<file path="src/rtl/ets_pkg.sv">
`timescale 1ns/1ps
package ets_pkg;

  typedef enum logic [2:0] {
    PH_IDLE,
    PH_PRE,
    PH_DATA,
    PH_CRC,
    PH_GAP
  } phase_t;

  // strobes from control to datapath
  typedef struct packed {
    logic start;      // new frame: preset CRC, clear counters
    logic emitPre;    // drive preamble bit preBit
    logic preBit;
    logic emitData;   // shift one data bit out
    logic emitCrc;    // shift one check bit out
    logic emitIdle;   // drop txEn
    logic allowLoad;  // phase in which bytes may be taken
  } strobe_t;

  // status from datapath to control
  typedef struct packed {
    logic haveByte;   // shift register holds unsent bits
    logic finalBit;   // next data bit is the last bit of the last byte
  } dpStat_t;

endpackage

</file>
<file path="src/rtl/ets_ctrl.sv">
`timescale 1ns/1ps
module ets_ctrl
  import ets_pkg::*;
#(
  parameter int PRE_BITS  = 64,
  parameter int SYNC_BITS = 2,
  parameter int CRC_W     = 32
) (
  input  logic    clk,
  input  logic    rstN,
  input  logic    bitEn,
  input  logic    inValid,
  input  dpStat_t stat,
  output strobe_t strb,
  output phase_t  phase
);

  localparam int CNT_MAX = (PRE_BITS > CRC_W) ? PRE_BITS : CRC_W;
  localparam int CNT_W   = $clog2(CNT_MAX) + 1;
  localparam logic [CNT_W-1:0] PRE_LAST  = CNT_W'(PRE_BITS - 1);
  localparam logic [CNT_W-1:0] SYNC_FROM = CNT_W'(PRE_BITS - SYNC_BITS);
  localparam logic [CNT_W-1:0] CRC_LAST  = CNT_W'(CRC_W - 1);

  phase_t          phaseQ, phaseD;
  logic [CNT_W-1:0] cntQ, cntD;

  always_comb begin
    phaseD = phaseQ;
    cntD   = cntQ;
    strb   = '0;
    unique case (phaseQ)
      PH_IDLE: begin
        if (bitEn && inValid) begin
          strb.start   = 1'b1;
          strb.emitPre = 1'b1;
          strb.preBit  = 1'b1;
          cntD         = CNT_W'(1);
          phaseD       = PH_PRE;
        end
      end
      PH_PRE: begin
        strb.allowLoad = 1'b1;
        if (bitEn) begin
          strb.emitPre = 1'b1;
          strb.preBit  = (cntQ >= SYNC_FROM) ? 1'b1 : ~cntQ[0];
          cntD         = cntQ + CNT_W'(1);
          if (cntQ == PRE_LAST) begin
            phaseD = PH_DATA;
            cntD   = '0;
          end
        end
      end
      PH_DATA: begin
        strb.allowLoad = 1'b1;
        if (bitEn && stat.haveByte) begin
          strb.emitData = 1'b1;
          if (stat.finalBit) begin
            phaseD = PH_CRC;
            cntD   = '0;
          end
        end
      end
      PH_CRC: begin
        if (bitEn) begin
          strb.emitCrc = 1'b1;
          cntD         = cntQ + CNT_W'(1);
          if (cntQ == CRC_LAST) phaseD = PH_GAP;
        end
      end
      PH_GAP: begin
        if (bitEn) begin
          strb.emitIdle = 1'b1;
          phaseD        = PH_IDLE;
        end
      end
      default: phaseD = PH_IDLE;
    endcase
  end

  always_ff @(posedge clk) begin
    if (!rstN) begin
      phaseQ <= PH_IDLE;
      cntQ   <= '0;
    end else begin
      phaseQ <= phaseD;
      cntQ   <= cntD;
    end
  end

  assign phase = phaseQ;

  // phase moves only on bit times
  AST_PHASE_ON_BITEN: assert property (@(posedge clk) disable iff (!rstN)
    !bitEn |=> $stable(phaseQ)) else $error("phase moved without bitEn");

  // no loading while idle
  AST_IDLE_NO_LOAD: assert property (@(posedge clk) disable iff (!rstN)
    (phaseQ == PH_IDLE) |-> !strb.allowLoad) else $error("load enabled while idle");

  // the check field only starts once the byte buffer has drained
  AST_CRC_AFTER_DRAIN: assert property (@(posedge clk) disable iff (!rstN)
    $rose(phaseQ == PH_CRC) |-> !stat.haveByte) else $error("crc phase with data pending");

endmodule

</file>
<file path="src/rtl/ets_datapath.sv">
`timescale 1ns/1ps
module ets_datapath
  import ets_pkg::*;
#(
  parameter int          DATA_W          = 8,
  parameter int          CRC_W           = 32,
  parameter logic [31:0] CRC_POLY        = 32'h04C11DB7,
  parameter int          MAX_FRAME_BYTES = 1518
) (
  input  logic              clk,
  input  logic              rstN,
  input  logic              bitEn,
  input  strobe_t           strb,
  input  logic [DATA_W-1:0] inData,
  input  logic              inValid,
  input  logic              inLast,
  output logic              inReady,
  output dpStat_t           stat,
  output logic              txData,
  output logic              txEn,
  output logic              oversizeErr
);

  localparam int BODY_MAX = MAX_FRAME_BYTES - CRC_W / 8;
  localparam int BC_W     = $clog2(MAX_FRAME_BYTES + 1) + 1;
  localparam int BL_W     = $clog2(DATA_W + 1);

  function automatic logic [CRC_W-1:0] reflectPoly(input logic [31:0] p);
    logic [CRC_W-1:0] r;
    for (int i = 0; i < CRC_W; i++) r[i] = p[CRC_W-1-i];
    return r;
  endfunction

  localparam logic [CRC_W-1:0] POLY_R = reflectPoly(CRC_POLY);

  logic [DATA_W-1:0] shiftQ;
  logic [BL_W-1:0]   bitsLeftQ;
  logic              haveByteQ;
  logic              lastFlagQ;
  logic [CRC_W-1:0]  crcQ;
  logic [BC_W-1:0]   byteCntQ;
  logic              load;
  logic [CRC_W-1:0]  crcNext;

  assign inReady = strb.allowLoad && !haveByteQ && !lastFlagQ;
  assign load    = inReady && inValid;

  assign stat.haveByte = haveByteQ;
  assign stat.finalBit = haveByteQ && lastFlagQ && (bitsLeftQ == BL_W'(1));

  // one reflected CRC step on the bit being sent
  always_comb begin
    crcNext = crcQ >> 1;
    if (crcQ[0] ^ shiftQ[0]) crcNext = crcNext ^ POLY_R;
  end

  // byte buffer and shifter
  always_ff @(posedge clk) begin
    if (!rstN) begin
      shiftQ    <= '0;
      bitsLeftQ <= '0;
      haveByteQ <= 1'b0;
      lastFlagQ <= 1'b0;
    end else begin
      if (strb.start) lastFlagQ <= 1'b0;
      if (load) begin
        shiftQ    <= inData;
        bitsLeftQ <= BL_W'(DATA_W);
        haveByteQ <= 1'b1;
        lastFlagQ <= inLast;
      end else if (strb.emitData) begin
        shiftQ    <= shiftQ >> 1;
        bitsLeftQ <= bitsLeftQ - BL_W'(1);
        if (bitsLeftQ == BL_W'(1)) haveByteQ <= 1'b0;
      end
    end
  end

  // check-sequence register
  always_ff @(posedge clk) begin
    if (!rstN) begin
      crcQ <= '1;
    end else if (strb.start) begin
      crcQ <= '1;
    end else if (strb.emitData) begin
      crcQ <= crcNext;
    end else if (strb.emitCrc) begin
      crcQ <= crcQ >> 1;
    end
  end

  // length tracking
  always_ff @(posedge clk) begin
    if (!rstN) begin
      byteCntQ    <= '0;
      oversizeErr <= 1'b0;
    end else if (strb.start) begin
      byteCntQ    <= '0;
      oversizeErr <= 1'b0;
    end else if (load) begin
      if (byteCntQ != '1) byteCntQ <= byteCntQ + BC_W'(1);
      if (byteCntQ >= BC_W'(BODY_MAX)) oversizeErr <= 1'b1;
    end
  end

  // serial output register
  always_ff @(posedge clk) begin
    if (!rstN) begin
      txData <= 1'b0;
      txEn   <= 1'b0;
    end else if (strb.emitPre) begin
      txData <= strb.preBit;
      txEn   <= 1'b1;
    end else if (strb.emitData) begin
      txData <= shiftQ[0];
    end else if (strb.emitCrc) begin
      txData <= ~crcQ[0];
    end else if (strb.emitIdle) begin
      txData <= 1'b0;
      txEn   <= 1'b0;
    end
  end

  AST_OUT_ON_BITEN: assert property (@(posedge clk) disable iff (!rstN)
    !bitEn |=> $stable(txEn) && $stable(txData)) else $error("output moved between bit times");

  AST_BUF_EMPTIES_ON_BITEN: assert property (@(posedge clk) disable iff (!rstN)
    $fell(haveByteQ) |-> $past(bitEn)) else $error("byte buffer drained off a bit time");

  AST_NO_LOAD_OVER_BYTE: assert property (@(posedge clk) disable iff (!rstN)
    haveByteQ && !strb.emitData |=> $stable(shiftQ)) else $error("pending byte overwritten");

  AST_ERR_STICKY: assert property (@(posedge clk) disable iff (!rstN)
    oversizeErr && !strb.start |=> oversizeErr) else $error("oversize flag cleared mid-frame");

endmodule

</file>
<file path="src/rtl/eth_tx_serializer.sv">
`timescale 1ns/1ps
module eth_tx_serializer
  import ets_pkg::*;
#(
  parameter int          DATA_W          = 8,
  parameter int          PRE_BITS        = 64,
  parameter int          SYNC_BITS       = 2,
  parameter int          CRC_W           = 32,
  parameter logic [31:0] CRC_POLY        = 32'h04C11DB7,
  parameter int          MAX_FRAME_BYTES = 1518
) (
  input  logic              clk,
  input  logic              rstN,
  input  logic              bitEn,
  input  logic [DATA_W-1:0] inData,
  input  logic              inValid,
  input  logic              inLast,
  output logic              inReady,
  output logic              txData,
  output logic              txEn,
  output logic              oversizeErr
);

  strobe_t strb;
  dpStat_t stat;
  phase_t  phase;

  ets_ctrl #(
    .PRE_BITS (PRE_BITS),
    .SYNC_BITS(SYNC_BITS),
    .CRC_W    (CRC_W)
  ) u_ctrl (
    .clk    (clk),
    .rstN   (rstN),
    .bitEn  (bitEn),
    .inValid(inValid),
    .stat   (stat),
    .strb   (strb),
    .phase  (phase)
  );

  ets_datapath #(
    .DATA_W         (DATA_W),
    .CRC_W          (CRC_W),
    .CRC_POLY       (CRC_POLY),
    .MAX_FRAME_BYTES(MAX_FRAME_BYTES)
  ) u_dp (
    .clk        (clk),
    .rstN       (rstN),
    .bitEn      (bitEn),
    .strb       (strb),
    .inData     (inData),
    .inValid    (inValid),
    .inLast     (inLast),
    .inReady    (inReady),
    .stat       (stat),
    .txData     (txData),
    .txEn       (txEn),
    .oversizeErr(oversizeErr)
  );

  AST_IDLE_QUIET: assert property (@(posedge clk) disable iff (!rstN)
    (phase == PH_IDLE) |-> !txEn && !inReady) else $error("activity while idle");

  AST_TXEN_DROP_AFTER_CRC: assert property (@(posedge clk) disable iff (!rstN)
    $fell(txEn) |-> $past(phase) == PH_GAP) else $error("txEn dropped before check field ended");

endmodule

</file>
<file path="config.mk">
export PLATFORM = sky130hd
export DESIGN_NAME = eth_tx_serializer
export DESIGN_NICKNAME = d
export VERILOG_FILES = /design/src/rtl/ets_pkg.sv /design/src/rtl/ets_ctrl.sv /design/src/rtl/ets_datapath.sv /design/src/rtl/eth_tx_serializer.sv
export SDC_FILE = /design/constraint.sdc
export NUM_CORES = 1
export LEC_CHECK = 0
export CAP_MARGIN = 5
export CORE_UTILIZATION = 45
export DETAILED_ROUTE_END_ITERATION = 8
export PLACE_DENSITY = 0.65
export SLEW_MARGIN = 20
export SYNTH_ARGS = -nofsm -noshare
export SYNTH_HDL_FRONTEND = slang
export SYNTH_SLANG_ARGS = --single-unit
</file>
<file path="constraint.sdc">
create_clock -name clk -period 1.7 [get_ports clk]
set_clock_uncertainty 0.1 [all_clocks]
set_input_delay 0.34 -clock clk [delete_from_list [all_inputs] [get_ports clk]]
set_output_delay 0.34 -clock clk [all_outputs]
set_load 0.005 [all_outputs]
</file>
==> out/results.tsv, run 1 <==
metric	value	unit
wl_per_cell	13.9	µm
layout_commonest_cell	nand2_1	
vdd_drop_max	0.590	mV
row_count	30	
ant_nets	0	
grt_use_total	21.1	%
drt_wl_total	8150	µm
route.detailed.drc	0	
required	1880	ps
clock_sinks	71	
grt_setup_unrepaired	true	
drt_iter0_drc	204	
synth_top_area_share	43.0	%
synth_ff_type	dfxtp_1	
h-tree-depth	3	
die_w	87.7	µm
synthSimpleGateAreaFrac	33.2	%
tightestPinTransition	373	ps
worst-path-max-fanout	7	
cp_data_arrival_time	1900	ps
totalPowerFinal	3.23	mW
slew_headroom	75.0	%
grt_pass1_wl	12600	µm
grt_pass1_vias	2819	
hold_class	reg -> reg	
worst_slack	-21.6	ps
avgSynthCellArea	8.15	µm²
ios	17	
violations	setup timing	
synth_top_cells_by_area	dfxtp_1 43%, nand2_1 8.5%, nand3_1 6.8%, nand4_1 3.2%, nor2_1 3.1%	
vias	3202	
p_leak	1.89	nW
yosys.area.top_type	dfxtp_1	
dp_hpwl	4950	µm
start_kind	register	
synth_mux_area_share	0.908	%
wl_met3	319	µm
antenna_found_initial	0	
powerDensity	694	mW/mm²
outcome	finished with violations	
setup_viol	10	
syn_inst	406	
design.core.area	0.00694	mm²
first_pass_iters	4	
overflow	0	
routed.top_layer	met4	
layoutNonFillerInstCount	587	
synthToLayoutAreaGrowth	40.9	%
final_layout_size_suffix_gt1_share	31.8	%
ys_types	57	
wl_met1	3660	µm
final_hold_viol_count	0	
mostFrequentLayoutCells	70 x nand2_1, 62 x buf_4, 62 x dfxtp_1	
die_h	87.7	µm
drv_slew	0	
worstPathCellList	buf_6, and2b_1, and3_4, nand2_4, clkbuf_16, or3_1, nand4_1	
path_class	reg -> reg	
slowest_delay	370	ps
slowest_stage	dfxtp_4	
async_reset_ff_share	0	%
yosys_warnings	0	
cts_buffer_depth	2	
synth_top_family_by_area	simple AND/OR/NAND/NOR gates	
critPathCaptureType	register	
syn_nets	425	
synth_fa_ha_area_share	2.27	%
synth_xor_area_share	3.41	%
io_buffers	16	
wl_met2	4120	µm
max-cap-violations	0	
nets	507	
synth.ff_latch_count	71	
grt_start_max_net_pins	33	
synthesis.area	0.00331	mm²
num_antenna_cells	0	
synth_edf_count	0	
start_util	47.6	%
synth-seq-area-share	43.0	%
cts.reportedPaths.clkPinSlew	70	ps
clockRootBuffer	clkbuf_8	
synth_compound_area_share	12.5	%
cts_inserted_buffers	9	
period_needed	1720	ps
die_area	0.00770	mm²
fin_util	67.1	%
fmax	0.581	GHz
place.gp.congestion	0.836	
dp.cells	559	
fin_crit_sh	101	%
whs	358	ps
cts_hold_buf	0	
clock_latency	340	ps
cts_tree	yes	
viasPerCell	5.45	
cell type report:
cell class | count | area [µm²]
timing repair buffer | 95 | 910
clock inverter | 5 | 27.5
fill | 533 | 2280
clock buffer | 9 | 124
inverter | 10 | 37.5
multi-input combinational | 301 | 2000
sequential | 71 | 1440
tap | 96 | 120
state kept, by name, summed over array words and instances, names as in the netlist, 3 cells and up:
| register | count |
|---|---|
| u_ctrl.cntQ | 7 |
| u_ctrl.phase | 3 |
| u_dp.bitsLeftQ | 4 |
| u_dp.byteCntQ | 12 |
| u_dp.crcQ | 32 |
| u_dp.shiftQ | 8 |
synthesized netlist by cell type, drive strengths merged, types with 5 or more instances:
library cell / instances
nand2: 77
dfxtp: 71
nand3: 45
nor2: 27
nand4: 17
a21oi: 16
buf: 14
or3: 14
clkbuf: 10
o21ai: 10
a22oi: 9
inv: 9
nor3: 8
xnor2: 8
and3: 7
ha: 6
nor4: 5
power breakdown:
| part | switching, mW | internal [mW] |
|---|---|---|
| clock network | 0.604 | 0.502 |
| logic | 0.199 | 0.215 |
| registers | 0.0228 | 1.69 |
kinds of logic after synthesis:
family / count (synthesis)
AOI/OAI and AO/OA: 61
xor gates and xnor gates: 12
adders and majority gates: 6
buffers and inverters: 34
DFF: 71
muxes: 3
and+or+nand+nor: 219
worst paths after layout:
| kind | start | to | slack (ps) | cells after the start |
|---|---|---|---|---|
| setup / recovery | u_ctrl.phase[0] | u_dp.crcQ[23] | -20 | 7 |
| hold reg to reg | u_dp.crcQ[23] | u_dp.crcQ[22] | 360 | 2 |
| setup reg to reg | u_ctrl.phase[0] | u_dp.crcQ[23] | -20 | 7 |
| hold / removal | u_dp.crcQ[23] | u_dp.crcQ[22] | 360 | 2 |
critical path, delay by kind of cell, from the launching register on:
family	cells	cell delay, ps
buf+inv	2	290
simple gates	5	900
flops	1	370
what timing repair did:
action | in CTS | in global routing
resized for setup | 36 | 49
pin swaps | 8 | 42
setup endpoints to repair | 56 | 62
buffers inserted | 7 | 7
gates cloned | 0 | 4
per-stage QoR:
stage          setup WS (ps)  TNS, ps  instance area, µm²
2_1_floorplan           2.14        0                3320
3_3_place_gp            -429   -21600                4040
3_5_place_dp            -436   -22070                4040
4_1_cts                -54.6    -70.2                4340
5_1_grt                 -110    -1660                4660
6_report               -21.6     -106                4660
routing by layer:
layer | vias up | track usage (%)
met3 | 4 | 7.45
li1 | 1613 | -
met2 | 59 | 35.0
met1 | 1526 | 26.3
met5 | - | 0
met4 | 0 | 4.92
(Power assumes the default switching activity.)
==> run 2, diff against run 1 <==
Settings changed: CORE_UTILIZATION 45 to 54, PLACE_DENSITY 0.65 to 0.76.
==> out/results.tsv, run 2 (synthesis gave the netlist of run 1 again) <==
metric	value	unit	change
num_antenna_cells	0		unchanged
slowest_stage	dfxtp_4		unchanged
final.setup.tns	-156	ps	was -106 ps
regMostFlops	u_dp.crcQ		unchanged
drv_slew	0		unchanged
viasPerCell	5.83		was 5.45
seqPwrFrac	48.8	%	was 53.0%
first_pass_iters	5		was 4
powerDensity	775	mW/mm²	was 694 mW/mm²
cts_buffer_depth	2		unchanged
drt_wl_total	8360	µm	was 8150 µm
cts_tree	yes		unchanged
antenna_found_initial	0		unchanged
drt_iter0_drc	142		was 204
reg_top3	u_dp.crcQ x32, u_dp.byteCntQ x12, u_dp.shiftQ x8		unchanged
design_area	0.00453	mm²	was 0.00466 mm²
critPathCaptureType	register		unchanged
nets	498		was 507
cp_data_arrival_time	1900	ps	about the same
place.gp.congestion	0.913		was 0.836
fin_crit_sh	103	%	was 101%
io_buffers	16		unchanged
route.detailed.drc	0		unchanged
cts_hold_buf	0		unchanged
die_w	80.3	µm	was 87.7 µm
cts_inserted_buffers	9		unchanged
grt_start_max_net_pins	33		unchanged
design.core.area	0.00592	mm²	was 0.00694 mm²
setup_viol	8		was 10
p_leak	1.85	nW	was 1.89 nW
final_layout_size_suffix_gt1_share	28.3	%	was 31.8%
required	1850	ps	was 1880 ps
mostFrequentLayoutCells	75 x nand2_1, 60 x dfxtp_1, 53 x buf_4		was 70 x nand2_1, 62 x buf_4, 62 x dfxtp_1
switchingPower	0.902	mW	was 0.826 mW
power_frac_clock	40.3	%	was 34.2%
row_count	28		was 30
slowest_delay	360	ps	was 370 ps
layout_commonest_cell	nand2_1		unchanged
p_comb_share	10.9	%	was 12.8%
p_int	2.61	mW	was 2.41 mW
fmax	0.571	GHz	was 0.581 GHz
synthToLayoutAreaGrowth	37.1	%	was 40.9%
clockRootBuffer	clkbuf_8		unchanged
wl_met3	308	µm	was 319 µm
critical_path.top_delay_family	buffers and inverters		was simple AND/OR/NAND/NOR gates
post_dp_cell_area	0.00396	mm²	was 0.00404 mm²
start_util	55.9	%	was 47.6%
path_buf_inv	4		was 2
period_needed	1750	ps	was 1720 ps
final_hold_viol_count	0		unchanged
path_class	reg -> reg		unchanged
max-cap-violations	0		unchanged
grt_pass1_vias	2998		was 2819
vias	3257		was 3202
tightestPinTransition	379	ps	was 373 ps
outcome	finished with violations		unchanged
ios	17		unchanged
ant_nets	0		unchanged
vdd_drop_max	0.504	mV	was 0.590 mV
routed.top_layer	met4		unchanged
fin_util	76.6	%	was 67.1%
h-tree-depth	3		unchanged
largest_register_ffs	32		unchanged
worstPathCellList	xor2_2, buf_4, buf_4, and2_1, buf_6, buf_6, a22oi_2, a21oi_2		was buf_6, and2b_1, and3_4, nand2_4, clkbuf_16, or3_1, nand4_1
sw_frac_of_total	25.7	%	was 25.6%
die_h	80.3	µm	was 87.7 µm
start_kind	register		unchanged
cts.reportedPaths.clkPinSlew	80	ps	was 70 ps
wl_met2	4210	µm	was 4120 µm
clock_sinks	71		unchanged
die_area	0.00644	mm²	was 0.00770 mm²
worst_slack	-51.2	ps	was -21.6 ps
violations	setup timing		unchanged
worst-path-max-fanout	8		was 7
wl_per_cell	14.9	µm	was 13.9 µm
grt_pass1_wl	13100	µm	was 12600 µm
clock_latency	350	ps	was 340 ps
wl_met1	3670	µm	was 3660 µm
slew_headroom	74.7	%	was 75.0%
hold_class	reg -> reg		unchanged
overflow	0		unchanged
dp_hpwl	5180	µm	was 4950 µm
grt_use_total	26.3	%	was 21.1%
grt_setup_unrepaired	true		unchanged
-- run 2: path summary, 6_finish.rpt --
kind,start,end,slack [ps],cells past startpoint
setup / recovery,u_ctrl.phase[1],u_dp.shiftQ[3],-50,8
setup reg to reg,u_ctrl.phase[1],u_dp.shiftQ[3],-50,8
hold reg to reg,u_dp.shiftQ[1],u_dp.shiftQ[1],360,2
hold / removal,u_dp.shiftQ[1],u_dp.shiftQ[1],360,2
-- run 2: power groups by stage --
stage | clock network (mW) | registers, mW | logic, mW
floorplan | 0 | 1.75 | 0.162
global placement | 0 | 1.75 | 0.319
detailed placement | 0 | 1.75 | 0.325
CTS | 1.43 | 1.71 | 0.340
global route | 1.52 | 1.72 | 0.409
finish | 1.42 | 1.72 | 0.382
-- run 2: layout make-up --
class	instances	area, µm²
fillers	394	1390
clock buffers	10	138
inverters	10	37.5
flip-flops and latches	71	1440
well taps	75	93.8
multi-input cells	301	1930
clock inverters	6	67.6
repair buffers	86	821
-- run 2: timing repair --
action / CTS / global route
endpoints found under the setup margin: 56 / 63
gates cloned: 0 / 2
buffers inserted: 3 / 7
pin swaps: 13 / 23
gates resized for setup: 34 / 39
-- run 2: worst reg2reg max path, delay by kind of cell, from the launching register on --
family                    cells  cell delay [ps]
xor gates and xnor gates      1              190
DFF                           1              360
AOI/OAI and AO/OA             2              300
and+or+nand+nor               1              160
buffers and inverters         4              540
-- run 2: per-stage QoR --
stage | setup slack, ps | std cells | hold WS, ps | total power [mW]
floorplan | 2.14 | 406 | 336 | 1.91
global placement | -439 | 531 | 343 | 2.07
detailed placement | -468 | 531 | 352 | 2.08
CTS | -5.77 | 550 | 364 | 3.49
global route | -113 | 559 | 386 | 3.65
finish | -51.2 | 559 | 364 | 3.51
-- run 2: layer usage --
layer | global-route usage, % | up-vias
li1 | - | 1592
met1 | 32.0 | 1579
met2 | 44.6 | 72
met3 | 4.32 | 14
met4 | 12.9 | 0
met5 | 0 | -
==> run 3, diff against run 2 <==
Settings changed: SETUP_SLACK_MARGIN set to 0.1.
==> out/results.tsv, run 3 (synthesis gave the netlist of run 1 again) <==
metric	value	unit	change
hold_class	reg -> reg		unchanged
die_h	80.3	µm	unchanged
grt_pass1_wl	13300	µm	was 13100 µm
design.core.area	0.00592	mm²	unchanged
overflow	0		unchanged
ant_nets	0		unchanged
vias	3567		was 3257
fmax	0.551	GHz	was 0.571 GHz
post_dp_cell_area	0.00400	mm²	was 0.00396 mm²
largest_register_ffs	32		unchanged
final_layout_size_suffix_gt1_share	35.8	%	was 28.3%
cts_inserted_buffers	9		unchanged
layoutNonFillerInstCount	567		was 559
h-tree-depth	3		unchanged
route.detailed.drc	0		unchanged
worst_slack	-115	ps	was -51.2 ps
critPathCaptureType	output pin		was register
cts.reportedPaths.clkPinSlew	80	ps	about the same
io_buffers	16		unchanged
slowest_stage	dfxtp_2		was dfxtp_4
drt_wl_total	10800	µm	was 8360 µm
viasPerCell	6.29		was 5.83
clock_sinks	71		unchanged
cp_data_arrival_time	1370	ps	was 1900 ps
powerDensity	766	mW/mm²	was 775 mW/mm²
mostFrequentLayoutCells	72 x nand2_1, 56 x dfxtp_1, 52 x buf_4		was 75 x nand2_1, 60 x dfxtp_1, 53 x buf_4
period_needed	1810	ps	was 1750 ps
slowest_delay	370	ps	was 360 ps
regMostFlops	u_dp.crcQ		unchanged
cts_tree	yes		unchanged
start_util	55.9	%	unchanged
vdd_drop_max	1.12	mV	was 0.504 mV
layout_commonest_cell	nand2_1		unchanged
row_count	28		unchanged
ios	17		unchanged
path_class	reg -> out		was reg -> reg
clockRootBuffer	clkbuf_8		unchanged
wl_per_cell	19.0	µm	was 14.9 µm
fin_crit_sh	107	%	was 103%
grt_use_total	26.7	%	was 26.3%
dp_hpwl	5010	µm	was 5180 µm
nets	506		was 498
slew_headroom	66.8	%	was 74.7%
antenna_found_initial	0		unchanged
start_kind	register		unchanged
cts_buffer_depth	2		unchanged
max-cap-violations	0		unchanged
design_area	0.00488	mm²	was 0.00453 mm²
p_leak	1.98	nW	was 1.85 nW
first_pass_iters	6		was 5
num_antenna_cells	0		unchanged
worstPathCellList	xor2_2, nand2_1, nor3_2, buf_2		was xor2_2, buf_4, buf_4, and2_1, buf_6, buf_6, a22oi_2, a21oi_2
place.gp.congestion	0.846		was 0.913
grt_setup_unrepaired	true		unchanged
setup_viol	29		was 8
grt_start_max_net_pins	33		unchanged
violations	setup timing		unchanged
synthToLayoutAreaGrowth	47.7	%	was 37.1%
worst-path-max-fanout	2		was 8
totalPowerFinal	3.74	mW	was 3.51 mW
final.setup.tns	-1450	ps	was -156 ps
post-place-ws	-458	ps	was -468 ps
outcome	finished with violations		unchanged
drt_iter0_drc	385		was 142
reg_top3	u_dp.crcQ x32, u_dp.byteCntQ x12, u_dp.shiftQ x8		unchanged
die_w	80.3	µm	unchanged
tightestPinTransition	496	ps	was 379 ps
cts_hold_buf	0		unchanged
final_hold_viol_count	0		unchanged
dp.cells	530		was 531
required	1260	ps	was 1850 ps
grt_pass1_vias	2891		was 2998
drv_slew	0		unchanged
clock_latency	340	ps	was 350 ps
die_area	0.00644	mm²	unchanged
==> run 3: cell type report <==
class | instances | area [µm²]
well taps | 75 | 93.8
flip-flops and latches | 71 | 1450
clock inverters | 6 | 91.3
fillers | 296 | 1040
inverters | 10 | 37.5
repair buffers | 94 | 932
clock buffers | 10 | 138
multi-input cells | 301 | 2140
==> run 3: final timing paths <==
check / from / end / slack (ps) / depth (start not counted)
worst max-delay path: u_ctrl.phase[0] / inReady / -110 / 4
worst min-delay path: u_dp.crcQ[19] / u_dp.crcQ[19] / 370 / 2
worst max register to register: u_dp.haveByteQ / u_dp.byteCntQ[1] / -100 / 8
worst min register to register: u_dp.crcQ[19] / u_dp.crcQ[19] / 370 / 2
==> run 3: metrics by stage <==
stage / util [%] / hold slack (ps)
final: 82.5 / 373
after global routing: 82.5 / 387
after CTS: 75.0 / 362
after detailed placement: 67.6 / 351
after global placement: 67.6 / 346
after floorplan: - / 336
==> run 3: critical path, delay by kind of cell (launching register included) <==
| family | cells | cell delay (ps) |
|---|---|---|
| flops | 1 | 370 |
| buf+inv | 1 | 160 |
| xor+xnor | 1 | 210 |
| simple gates | 2 | 290 |
==> run 3: metal layers <==
layer / routed length [µm] / up-vias / GRT usage, %
met3: 641 / 61 / 5.91
met4: 549 / 0 / 10.0
met1: 4200 / 1704 / 32.5
met2: 5380 / 189 / 45.7
met5: 0 / - / 0
li1: - / 1613 / -
==> run 3: timing repair <==
item | 4_1_cts | 5_1_grt
cloned | 0 | 3
setup endpoints to repair | 63 | 63
resized for setup | 48 | 73
pin swaps | 22 | 34
setup buffers | 9 | 11
==> run 3: power by group <==
part | switching (mW) | internal [mW] | total (mW)
clock network | 0.692 | 0.875 | 1.57
registers | 0.0330 | 1.69 | 1.72
logic | 0.230 | 0.222 | 0.452
total | 0.955 | 2.78 | 3.74
